## src/rtl/dram_rd_pkg.sv

```systemverilog
package dram_rd_pkg;
  parameter int unsigned COL_W  = 10;
  parameter int unsigned BANK_W = 3;
  parameter int unsigned LAT_W  = 4;
  parameter int unsigned RL_W   = LAT_W + 1;

  typedef struct packed {
    logic              v;
    logic [BANK_W-1:0] bank;
    logic [COL_W-1:0]  col;
    logic              chop;
    logic              ap;
  } rd_tok_t;
endpackage

```

## src/rtl/dram_rd_cfg.sv

```systemverilog
module dram_rd_cfg
  import dram_rd_pkg::*;
#(
  parameter int unsigned CL_MIN = 5,
  parameter int unsigned CL_MAX = 11
) (
  input  logic            clk,
  input  logic            rst_n,
  input  logic            wr,
  input  logic [LAT_W-1:0] cl_in,
  input  logic [LAT_W-1:0] al_in,
  input  logic            idle,
  output logic [RL_W-1:0] rl
);
  logic [LAT_W-1:0] cl_r, al_r;
  logic             legal;

  assign legal = (cl_in >= LAT_W'(CL_MIN)) && (cl_in <= LAT_W'(CL_MAX)) && (al_in < cl_in);

  always_ff @(posedge clk or negedge rst_n) begin
    if (!rst_n) begin
      cl_r <= LAT_W'(CL_MIN);
      al_r <= '0;
    end else if (wr && legal && idle) begin
      cl_r <= cl_in;
      al_r <= al_in;
    end
  end

  assign rl = RL_W'(cl_r) + RL_W'(al_r);

  AST_LAT_FROZEN_BUSY: assert property (@(posedge clk) disable iff (!rst_n)
    !idle |=> $stable(rl));
endmodule

```

## src/rtl/dram_rd_pipe.sv

```systemverilog
module dram_rd_pipe
  import dram_rd_pkg::*;
#(
  parameter int unsigned TCCD  = 4,
  parameter int unsigned DEPTH = 21
) (
  input  logic            clk,
  input  logic            rst_n,
  input  logic            cmd_valid,
  output logic            cmd_ready,
  input  rd_tok_t         cmd_tok,
  input  logic [RL_W-1:0] rl,
  output rd_tok_t         head,
  output logic            nxt_v,
  output logic            busy
);
  localparam int unsigned GAP_W = $clog2(TCCD + 1);

  logic [GAP_W-1:0] gap;
  logic             acc;
  logic [RL_W-1:0]  wr_idx;
  rd_tok_t          slot [DEPTH];

  assign cmd_ready = (gap == '0);
  assign acc       = cmd_valid && cmd_ready;
  assign wr_idx    = rl - RL_W'(1);

  always_ff @(posedge clk or negedge rst_n) begin
    if (!rst_n)          gap <= '0;
    else if (acc)        gap <= GAP_W'(TCCD - 1);
    else if (gap != '0)  gap <= gap - GAP_W'(1);
  end

  for (genvar i = 0; i < DEPTH; i++) begin : g_slot
    rd_tok_t up;
    if (i == DEPTH - 1) begin : g_top
      assign up = '0;
    end else begin : g_mid
      assign up = slot[i+1];
    end
    always_ff @(posedge clk or negedge rst_n) begin
      if (!rst_n)                          slot[i] <= '0;
      else if (acc && wr_idx == RL_W'(i))  slot[i] <= cmd_tok;
      else                                 slot[i] <= up;
    end
  end

  always_comb begin
    busy = 1'b0;
    for (int i = 0; i < DEPTH; i++) busy = busy | slot[i].v;
  end

  assign head  = slot[0];
  assign nxt_v = slot[1].v;

  AST_SPACING_HOLD: assert property (@(posedge clk) disable iff (!rst_n)
    acc |=> !cmd_ready);
endmodule

```

## src/rtl/dram_rd_burst.sv

```systemverilog
module dram_rd_burst
  import dram_rd_pkg::*;
#(
  parameter int unsigned DW = 16
) (
  input  logic              clk,
  input  logic              rst_n,
  input  rd_tok_t           head,
  input  logic              nxt_v,
  output logic              dq_oe,
  output logic              dq_vld,
  output logic [DW-1:0]     dq_rise,
  output logic [DW-1:0]     dq_fall,
  output logic              dqs_oe,
  output logic [1:0]        dqs_pat,
  output logic              pre_vld,
  output logic [BANK_W-1:0] pre_bank,
  output logic              active
);
  logic              dvld, pre_r, ap_r, pv_r;
  logic [1:0]        rem;
  logic [2:0]        k;
  logic [COL_W-1:0]  colb;
  logic [BANK_W-1:0] bank_r, pb_r;
  logic              cont;

  assign cont = dvld && (rem != 2'd0);

  always_ff @(posedge clk or negedge rst_n) begin
    if (!rst_n) begin
      dvld   <= 1'b0;
      pre_r  <= 1'b0;
      rem    <= '0;
      k      <= '0;
      colb   <= '0;
      bank_r <= '0;
      ap_r   <= 1'b0;
      pv_r   <= 1'b0;
      pb_r   <= '0;
    end else begin
      if (head.v) begin
        dvld   <= 1'b1;
        rem    <= head.chop ? 2'd1 : 2'd3;
        k      <= '0;
        colb   <= head.col;
        bank_r <= head.bank;
        ap_r   <= head.ap;
      end else if (cont) begin
        rem <= rem - 2'd1;
        k   <= k + 3'd2;
      end else begin
        dvld <= 1'b0;
      end
      pre_r <= !(head.v || cont) && nxt_v;
      pv_r  <= dvld && (rem == 2'd0) && ap_r;
      pb_r  <= bank_r;
    end
  end

  assign dq_vld   = dvld;
  assign dq_oe    = dvld | pre_r;
  assign dqs_oe   = dvld | pre_r;
  assign dqs_pat  = dvld ? 2'b10 : 2'b00;
  assign dq_rise  = dvld ? (DW'(colb) + DW'(k)) : '0;
  assign dq_fall  = dvld ? (DW'(colb) + DW'(k) + DW'(1)) : '0;
  assign pre_vld  = pv_r;
  assign pre_bank = pb_r;
  assign active   = dvld | pre_r;

  AST_NO_COLLIDE: assert property (@(posedge clk) disable iff (!rst_n)
    head.v |-> !cont);
  AST_PREAMBLE_LEADS: assert property (@(posedge clk) disable iff (!rst_n)
    $rose(dvld) |-> $past(pre_r));
  AST_PRECHG_AFTER_DATA: assert property (@(posedge clk) disable iff (!rst_n)
    pre_vld |-> $past(dq_vld));
endmodule

```

## src/rtl/dram_rd_seq.sv

```systemverilog
module dram_rd_seq
  import dram_rd_pkg::*;
#(
  parameter int unsigned DW     = 16,
  parameter int unsigned CL_MIN = 5,
  parameter int unsigned CL_MAX = 11,
  parameter int unsigned TCCD   = 4
) (
  input  logic              clk,
  input  logic              rst_n,
  input  logic              mr_wr,
  input  logic [LAT_W-1:0]  mr_cl,
  input  logic [LAT_W-1:0]  mr_al,
  input  logic              cmd_valid,
  output logic              cmd_ready,
  input  logic [BANK_W-1:0] cmd_bank,
  input  logic [COL_W-1:0]  cmd_col,
  input  logic              cmd_chop,
  input  logic              cmd_ap,
  output logic              dq_oe,
  output logic              dq_vld,
  output logic [DW-1:0]     dq_rise,
  output logic [DW-1:0]     dq_fall,
  output logic              dqs_oe,
  output logic [1:0]        dqs_pat,
  output logic              pre_vld,
  output logic [BANK_W-1:0] pre_bank
);
  localparam int unsigned DEPTH = 2 * CL_MAX - 1;

  rd_tok_t         tok_in, head;
  logic [RL_W-1:0] rl;
  logic            nxt_v, busy, active, idle;

  assign tok_in = '{v: 1'b1, bank: cmd_bank, col: cmd_col, chop: cmd_chop, ap: cmd_ap};
  assign idle   = !busy && !active && !(cmd_valid && cmd_ready);

  dram_rd_cfg #(.CL_MIN(CL_MIN), .CL_MAX(CL_MAX)) i_cfg (
    .clk(clk), .rst_n(rst_n), .wr(mr_wr), .cl_in(mr_cl), .al_in(mr_al),
    .idle(idle), .rl(rl)
  );

  dram_rd_pipe #(.TCCD(TCCD), .DEPTH(DEPTH)) i_pipe (
    .clk(clk), .rst_n(rst_n), .cmd_valid(cmd_valid), .cmd_ready(cmd_ready),
    .cmd_tok(tok_in), .rl(rl), .head(head), .nxt_v(nxt_v), .busy(busy)
  );

  dram_rd_burst #(.DW(DW)) i_burst (
    .clk(clk), .rst_n(rst_n), .head(head), .nxt_v(nxt_v),
    .dq_oe(dq_oe), .dq_vld(dq_vld), .dq_rise(dq_rise), .dq_fall(dq_fall),
    .dqs_oe(dqs_oe), .dqs_pat(dqs_pat), .pre_vld(pre_vld), .pre_bank(pre_bank),
    .active(active)
  );

  AST_RELEASE_AFTER_DATA: assert property (@(posedge clk) disable iff (!rst_n)
    $fell(dq_oe) |-> $past(dq_vld));
endmodule

```

## config.mk

```make
export PLATFORM = sky130hd
export DESIGN_NAME = dram_rd_seq
export DESIGN_NICKNAME = d
export VERILOG_FILES = /design/src/rtl/dram_rd_pkg.sv /design/src/rtl/dram_rd_cfg.sv /design/src/rtl/dram_rd_pipe.sv /design/src/rtl/dram_rd_burst.sv /design/src/rtl/dram_rd_seq.sv
export SDC_FILE = /design/constraint.sdc
export NUM_CORES = 1
export LEC_CHECK = 0
export BUFFER_PORTS_ARGS = -buffer_cell sky130_fd_sc_hd__buf_2
export CORE_ASPECT_RATIO = 2
export CORE_MARGIN = 2
export CORE_UTILIZATION = 57
export CTS_BUF_LIST = sky130_fd_sc_hd__clkbuf_4
export CTS_CLUSTER_SIZE = 30
export DETAILED_ROUTE_END_ITERATION = 8
export PLACE_DENSITY = 0.84
export SYNTH_ARGS = -nofsm -noshare
export SYNTH_HDL_FRONTEND = slang
export SYNTH_SLANG_ARGS = --single-unit
export TNS_END_PERCENT = 20
```

## constraint.sdc

```tcl
create_clock -name clk -period 2.77 [get_ports clk]
set_input_delay 0.277 -clock clk [delete_from_list [all_inputs] [get_ports clk]]
set_output_delay 0.277 -clock clk [all_outputs]
set_load 0.005 [all_outputs]
```

### After elaboration in Yosys (flattened, before gate mapping)

Cells that the tools add are included.

* register bits: 372
* latch bits: 0
* bits in writable memories: 0
* memory bits (read-only): 0
* input bits: 27
* output and inout bits: 42
* logic and storage cells: 246
* memories kept: 0

* add/subtract/negate cells: 7
* multipliers: 0
* divide/modulo/power cells: 0
* $lt $le $gt $ge: 3
* equality and inequality tests: 21
* shift-type cells: 0
* muxes and demuxes: 33
* bitwise logic cells: 21
* reduce and logical (&&, ||, !) cells: 44

Operator list (number)
* 16-bit 2-to-1 mux: 23
* 5-bit by 4-bit == test with 1-bit output (second input constant): 8
* 1-bit logical AND: 32
* 5-bit == test (second input constant): 5
* 1-bit bitwise OR: 21
* 5-bit by 3-bit == test with 1-bit output (second input constant): 4
* 16-bit by 1-bit adder with 16-bit output (second input constant): 1
* 3-bit 2-to-1 mux: 4
* 10-bit by 3-bit adder with 11-bit output: 1
* 5-bit by 2-bit == test with 1-bit output (second input constant): 2
* 2-bit 2-to-1 mux: 4
* 2-bit nonzero test: 3
* 4-bit by 4-bit adder with 5-bit output: 1
* 5-bit by 1-bit == test with 1-bit output (second input constant): 1
* 5-bit zero test: 1
* 5-bit by 1-bit subtractor with 5-bit output (second input constant): 1
* 4-bit by 3-bit >= comparator with 1-bit output (second input constant): 1
* 4-bit less-or-equal comparator (second input constant): 1
* 1-bit zero test: 4
* 4-bit < comparator: 1
* 3-bit by 2-bit adder with 3-bit output (second input constant): 1
* 3-bit zero test: 1
* 3-bit nonzero test: 1
* 3-bit by 1-bit subtractor with 3-bit output (second input constant): 1
* 5 further kinds: 6

### Longest topological paths before layout

* depth after elaboration: 24
* mapped depth: 11
* mapped depth without buffers: 10

### Modules after synthesis

A second synthesis with hierarchy kept.

* cells, all modules: 994
* area, all modules: 15049.4 µm²

Modules (own cells, without submodules)
* dram_rd_pipe: times used 1, cells each 787, area an instance 12921.1 µm², sequential area each 8483.1 µm²
* dram_rd_burst: times used 1, cells each 159, area an instance 1567.8 µm², sequential area each 600.6 µm²
* dram_rd_cfg: times used 1, cells each 46, area an instance 544.3 µm², sequential area each 202.7 µm²
* dram_rd_seq: times used 1, cells each 2, area an instance 16.3 µm², sequential area each 0.0 µm²

### Worst setup path before layout

No wires, ideal clock.

* kind: register to register
* start: reg i_cfg.cl_r[2]
* end: reg i_pipe.slot (netlist bit i_pipe.g_slot[8].up[10])
* library setup time: 125 ps
* arrival: 2870 ps
* data required time: 2645 ps
* slack: -224 ps
* stages on the path, launching flop included: 11
* buffers on the path: 1
* clock period less this slack: 2994 ps
* cells stage by stage: dfstp_2 -> inv_1 -> ha_1 -> inv_1 -> ha_1 -> a21o_1 -> a21oi_4 -> mux2_2 -> nor2_2 -> buf_2 -> mux2_2

* word-level cells in the longest chain between the ends: 5

Ends and longest elaborated chain
* start: declaration: line dram_rd_cfg.sv:15 `logic [LAT_W-1:0] cl_r, al_r;`
* start signal: assignment: line dram_rd_cfg.sv:22 `cl_r <= LAT_W'(CL_MIN);`
* start signal: assignment: line dram_rd_cfg.sv:25 `cl_r <= cl_in;`
* 4-bit by 4-bit adder with 5-bit output: line dram_rd_cfg.sv:30 `assign rl = RL_W'(cl_r) + RL_W'(al_r);`
* 5-bit by 1-bit subtractor with 5-bit output: line dram_rd_pipe.sv:26 `assign wr_idx = rl - RL_W'(1);`
* 5-bit by 4-bit == test with 1-bit output: line dram_rd_pipe.sv:43 `else if (acc && wr_idx == RL_W'(i)) slot[i] <= cmd_tok;`
* 1-bit logical AND: line dram_rd_pipe.sv:43
* 16-bit 2-to-1 mux: line dram_rd_pipe.sv:43
* end signal: indexed assignment: line dram_rd_pipe.sv:43
* end signal: indexed assignment: line dram_rd_pipe.sv:44 `else slot[i] <= up;`
* end: declaration: line dram_rd_pipe.sv:22 `rd_tok_t slot [DEPTH];`

No other way between the ends.
A chain may end at the register's enable or synchronous reset.

### Final worst setup path

* start: reg i_burst.k[2]
* end: out dq_fall[9]

* word-level cells in the longest chain between the ends: 3

Ends and longest elaborated chain
* start: declaration: line dram_rd_burst.sv:22 `logic [2:0] k;`
* start signal: assignment: line dram_rd_burst.sv:50 `k <= k + 3'd2;`
* 10-bit by 3-bit adder with 11-bit output: line dram_rd_burst.sv:65 `assign dq_fall = dvld ? (DW'(colb) + DW'(k) + DW'(1)) : '0;`
* 16-bit by 1-bit adder with 16-bit output: line dram_rd_burst.sv:65
* 16-bit 2-to-1 mux: line dram_rd_burst.sv:65
* end: declaration: line dram_rd_seq.sv:23 `output logic [DW-1:0] dq_fall,`

No other way between the ends.

==> summary by stage <==
Timing
The count of endpoints failing setup in the final report is 43. For the finished layout, the period the worst path requires is 2.90 ns. The clock arrives with roughly 0.041 ns of skew. The final-report max-slew violation count is 0.

Hold is met by 0.133 ns. Setup repair after global routing could not meet its margin everywhere. The final hold violation count is 0.

The final critical path takes up 105% of the cycle. In this run the tightest slew margin relative to its limit is a little over half. The total negative slack is -0.977 ns. The slew at the pin closest to its max-slew limit is between 0.6 and 0.7 ns.

The final worst setup slack is -0.128 ns. Static timing analysis puts the maximum clock frequency at between 0.3 and 0.4 GHz.

Power and ir drop
The maximum resistive drop on vdd is roughly 0.87 mV. The power density normalized to cell area is 950 mW/mm^2. The leakage power figure is 9.20 nW. Overall power consumption after layout is estimated at 17.1 mW.

Clock tree
No sink is reached through more buffers than the 3 on the longest clock path. The H-tree was split into 3 levels. Clock-pin slew was measured on the worst setup and hold paths at ~0.08 ns.

The CTS root buffer is sky130_fd_sc_hd__clkbuf_4. The number of clock sinks is 371. The worst-skew pair later-pin latency is 0.73 ns. In this run, CTS created clock tree buffers numbering 80. TritonCTS built the clock tree.

Finish
The final layout net count is 1216. The finished cells cover between 0.015 and 0.02 mm^2. The post-route netlist has 51.7% of its cells at a drive strength greater than 1. The layout-stage area growth over the synthesis result is 20.7%. The post-route core utilization is around 70%. The multi-input logic area is 0.00576 mm^2. Summing all flip-flop and latch instances after layout gives 0.00929 mm^2. The number of filler cells placed in the layout is about 1.6k.

Yosys
After synthesis the netlist holds a flip-flop and latch count of roughly 370. The dominant cell by count in the synthesized netlist is sky130_fd_sc_hd__dfrtp_1. The area of the mapped netlist is 0.0149 mm^2. For this run, the number of Yosys warnings is 0.

After synthesis, the cell types taking the most area are sky130_fd_sc_hd__dfrtp_1 (62%), sky130_fd_sc_hd__mux2_2 (23%), sky130_fd_sc_hd__mux2_1 (1.6%), sky130_fd_sc_hd__ha_1 (1.3%), sky130_fd_sc_hd__clkbuf_1 (0.96%). The share of the Yosys chip area taken by registers is a little over three fifths. The post-synthesis instance total is about 1k. The top cell type's share of synthesized area is roughly 62%. Counting flops with a built-in enable in the synthesized netlist gives 0. The share of flip-flops with an asynchronous set or reset after synthesis is 100%. The library cell with the largest summed area after synthesis is sky130_fd_sc_hd__dfrtp_1. Averaged over all synthesized cells, the footprint is 14.8 um^2. The most used flip-flop cell after synthesis is sky130_fd_sc_hd__dfrtp_1. In this run, distinct cell masters in the synthesized netlist total 50. By count the netlist is led by sky130_fd_sc_hd__dfrtp_1 (369), sky130_fd_sc_hd__mux2_2 (298), sky130_fd_sc_hd__clkbuf_1 (38), sky130_fd_sc_hd__nor2_1 (32), sky130_fd_sc_hd__inv_1 (27).

Setup path
The worst setup path is captured at a primary output. The critical path starts at i_burst.k[2]$_DFFE_PN0N_. The depth of the worst register-to-register path is 14. Of all nets on the critical path, the largest fanout is 4. The destination of the worst register-to-register timing path is i_pipe.g_slot[16].up[3]$_DFF_PN0_.

The endpoint arrival time on the critical path is around 2.6 ns. The startpoint of the most critical register-to-register path is i_cfg.cl_r[0]$_DFFE_PN1P_. The required arrival time at the worst endpoint is between 2 and 2.5 ns. The internal reg-to-reg setup slack is -0.04 ns. STA classifies the critical path startpoint as a flop.

The critical path start-end classification is flop to primary output. In this run the worst setup path terminates at dq_fall[9].

Status
The flow ran to the end, but the final reports show violations. The checks that failed: setup timing.

Drt
The number of detailed-routing iterations run before antenna repair is 4. Using the TritonRoute via totals, the vias-per-cell ratio works out to between 5 and 6. Once detail routing completed, the nets flagged for antenna violations numbered 0. In the routed design, unresolved DRC markers number 0.

The total vias in the final route is 8328. For this block, the initial DRC count from the detailed router was 244. The detailed-route wire length is about 28000 um. After detailed routing, the average wire length per cell comes to about 18 um.

Floorplan
roughly 70 I/O pins were placed. The initial standard-cell utilization of the core is approximately 58%. The region available for standard cell placement spans between 0.02 and 0.03 mm^2. The die is roughly 120 um wide. The number of rows created at floorplan is 83.

The floorplan step defined a die boundary enclosing roughly 0.027 mm^2. The die span in y is ~230 um.

Place
The placement-stage cell area is between 0.015 and 0.02 mm^2. The congestion estimate from routability-driven global placement came to ~0.8. The detailed placer's ending HPWL is between 15000 and 20000 um. The number of buffers inserted by port buffering is 57.

Worst hold path
The path class of the tightest hold or removal check is primary input to async pin.

Global routing
Entering global routing, the biggest net connects 85 pins. The total congestion overflow after global routing is 0. The initial antenna violation count is 1.

The first global-routing pass estimated approximately 44000 um of wire. The number of global-route vias before repair came to 9136. In the global route stage, overall resource usage came out at between 20% and 30%.

Flow run
Max-cap violations in this run came to 0.
## layout make-up
class | count | share of cell area (%)
well taps | 340 | 2.37
repair buffers | 150 | 8.30
clock inverters | 17 | 0.467
diodes | 1 | 0.0139
multi-input cells | 541 | 32.1
clock buffers | 106 | 4.43
flip-flops and latches | 371 | 51.7
inverters | 28 | 0.599
## how the worst min path moves through the flow
stage                     slack (ns)                                  to  start
after detailed placement        0.33  i_pipe.g_slot[19].up[15]$_DFF_PN0_  rst_n
after floorplan                -0.02            i_burst.ap_r$_DFFE_PN0P_  rst_n
after CTS                       0.12    i_pipe.g_slot[4].up[5]$_DFF_PN0_  rst_n
final                           0.13           i_cfg.al_r[0]$_DFFE_PN0P_  rst_n
after global placement          0.32  i_pipe.g_slot[13].up[15]$_DFF_PN0_  rst_n
after global routing            0.17           i_pipe.gap[0]$_DFFE_PN0P_  rst_n
## power breakdown
part	switching [mW]	total, mW	internal [mW]
registers	0.514	7.20	6.68
clock network	1.92	3.69	1.77
logic	2.87	6.16	3.29
## cell families (layout without fill, tap and decap cells)
| group | count (synthesis) | in the layout | share of synthesized area, % |
|---|---|---|---|
| mux | 327 | 327 | 24.7 |
| flops | 371 | 371 | 62.4 |
| simple gates | 142 | 142 | 5.56 |
| buf+inv | 100 | 301 | 3.15 |
| fa+ha+maj | 19 | 19 | 1.62 |
| xor+xnor | 22 | 22 | 1.42 |
| other cells | 1 | 12 | 0.0252 |
| compound gates | 20 | 20 | 1.09 |
## cells in the final DEF (no fill, tap or decap), types with 3 or more instances in the layout
master	n
sky130_fd_sc_hd__buf_12	24
sky130_fd_sc_hd__dfrtp_1	369
sky130_fd_sc_hd__and2_1	21
sky130_fd_sc_hd__clkbuf_4	106
sky130_fd_sc_hd__or2_2	16
sky130_fd_sc_hd__dlygate4sd3_1	25
sky130_fd_sc_hd__o21ai_0	5
sky130_fd_sc_hd__nor3_4	4
sky130_fd_sc_hd__xnor2_1	10
sky130_fd_sc_hd__nand3_1	11
sky130_fd_sc_hd__a21oi_1	3
sky130_fd_sc_hd__nor3_1	5
sky130_fd_sc_hd__ha_4	7
sky130_fd_sc_hd__nor2_2	3
sky130_fd_sc_hd__mux2i_1	5
sky130_fd_sc_hd__nor4_1	4
sky130_fd_sc_hd__mux2_2	230
sky130_fd_sc_hd__xor2_1	6
sky130_fd_sc_hd__nor2_1	26
sky130_fd_sc_hd__mux2_1	5
sky130_fd_sc_hd__buf_6	11
sky130_fd_sc_hd__buf_2	56
sky130_fd_sc_hd__mux2_4	84
sky130_fd_sc_hd__clkinv_1	8
sky130_fd_sc_hd__inv_2	9
sky130_fd_sc_hd__clkbuf_16	3
sky130_fd_sc_hd__a21o_1	3
sky130_fd_sc_hd__ha_1	8
sky130_fd_sc_hd__nand2b_1	11
sky130_fd_sc_hd__nand2_1	12
sky130_fd_sc_hd__mux2i_4	3
sky130_fd_sc_hd__and3_1	4
sky130_fd_sc_hd__buf_4	28
sky130_fd_sc_hd__conb_1	11
sky130_fd_sc_hd__inv_1	21
sky130_fd_sc_hd__nor2_4	6
## flip-flops by register name, summed over array words and instances, names as in the netlist
register,flops
i_pipe.g_slot.up,319
i_pipe.head,16
i_burst.colb,10
i_cfg.al_r,4
i_cfg.cl_r,4
i_burst.bank_r,3
i_burst.pre_bank,3
i_pipe.gap,3
i_burst.k,2
i_burst.rem,2
i_burst.ap_r,1
i_burst.dq_vld,1
i_burst.pre_r,1
i_burst.pre_vld,1
i_pipe.nxt_v,1
## through the flow
step                std cells  worst slack (ns)
global placement         1380            -0.118
global route             1554            -0.269
detailed placement       1380            -0.185
finish                   1554            -0.128
floorplan                1012           -0.0792
CTS                      1541            -0.140
## metal layers
layer / wire length (um) / vias up / share of wire (%) / GRT usage, %
li1: - / 3757 / - / -
met1: 9960 / 4341 / 35 / 20.8
met2: 16700 / 169 / 59 / 39.4
met3: 810 / 61 / 2.9 / 3.36
met4: 861 / 0 / 3.0 / 9.11
met5: 0 / - / 0 / 0
## timing repair
item,4_1_cts,5_1_grt
pin swaps,20,24
hold buffers,25,0
gates cloned,2,3
resized for setup,49,85
hold endpoints to repair,104,0
setup buffers,11,9
setup endpoints to repair,175,261
## worst max-delay path, cell delays in order, from the launching register on
cell and delay, ns:
sky130_fd_sc_hd__dfrtp_1 0.41, sky130_fd_sc_hd__ha_4 0.30, sky130_fd_sc_hd__xor2_2 0.17, sky130_fd_sc_hd__buf_4 0.14, sky130_fd_sc_hd__nand4_1 0.20, sky130_fd_sc_hd__a21oi_2 0.29, sky130_fd_sc_hd__a31oi_1 0.09, sky130_fd_sc_hd__mux2i_1 0.17
sky130_fd_sc_hd__buf_2 0.13
No activity file was read; power rests on OpenSTA's default activity.
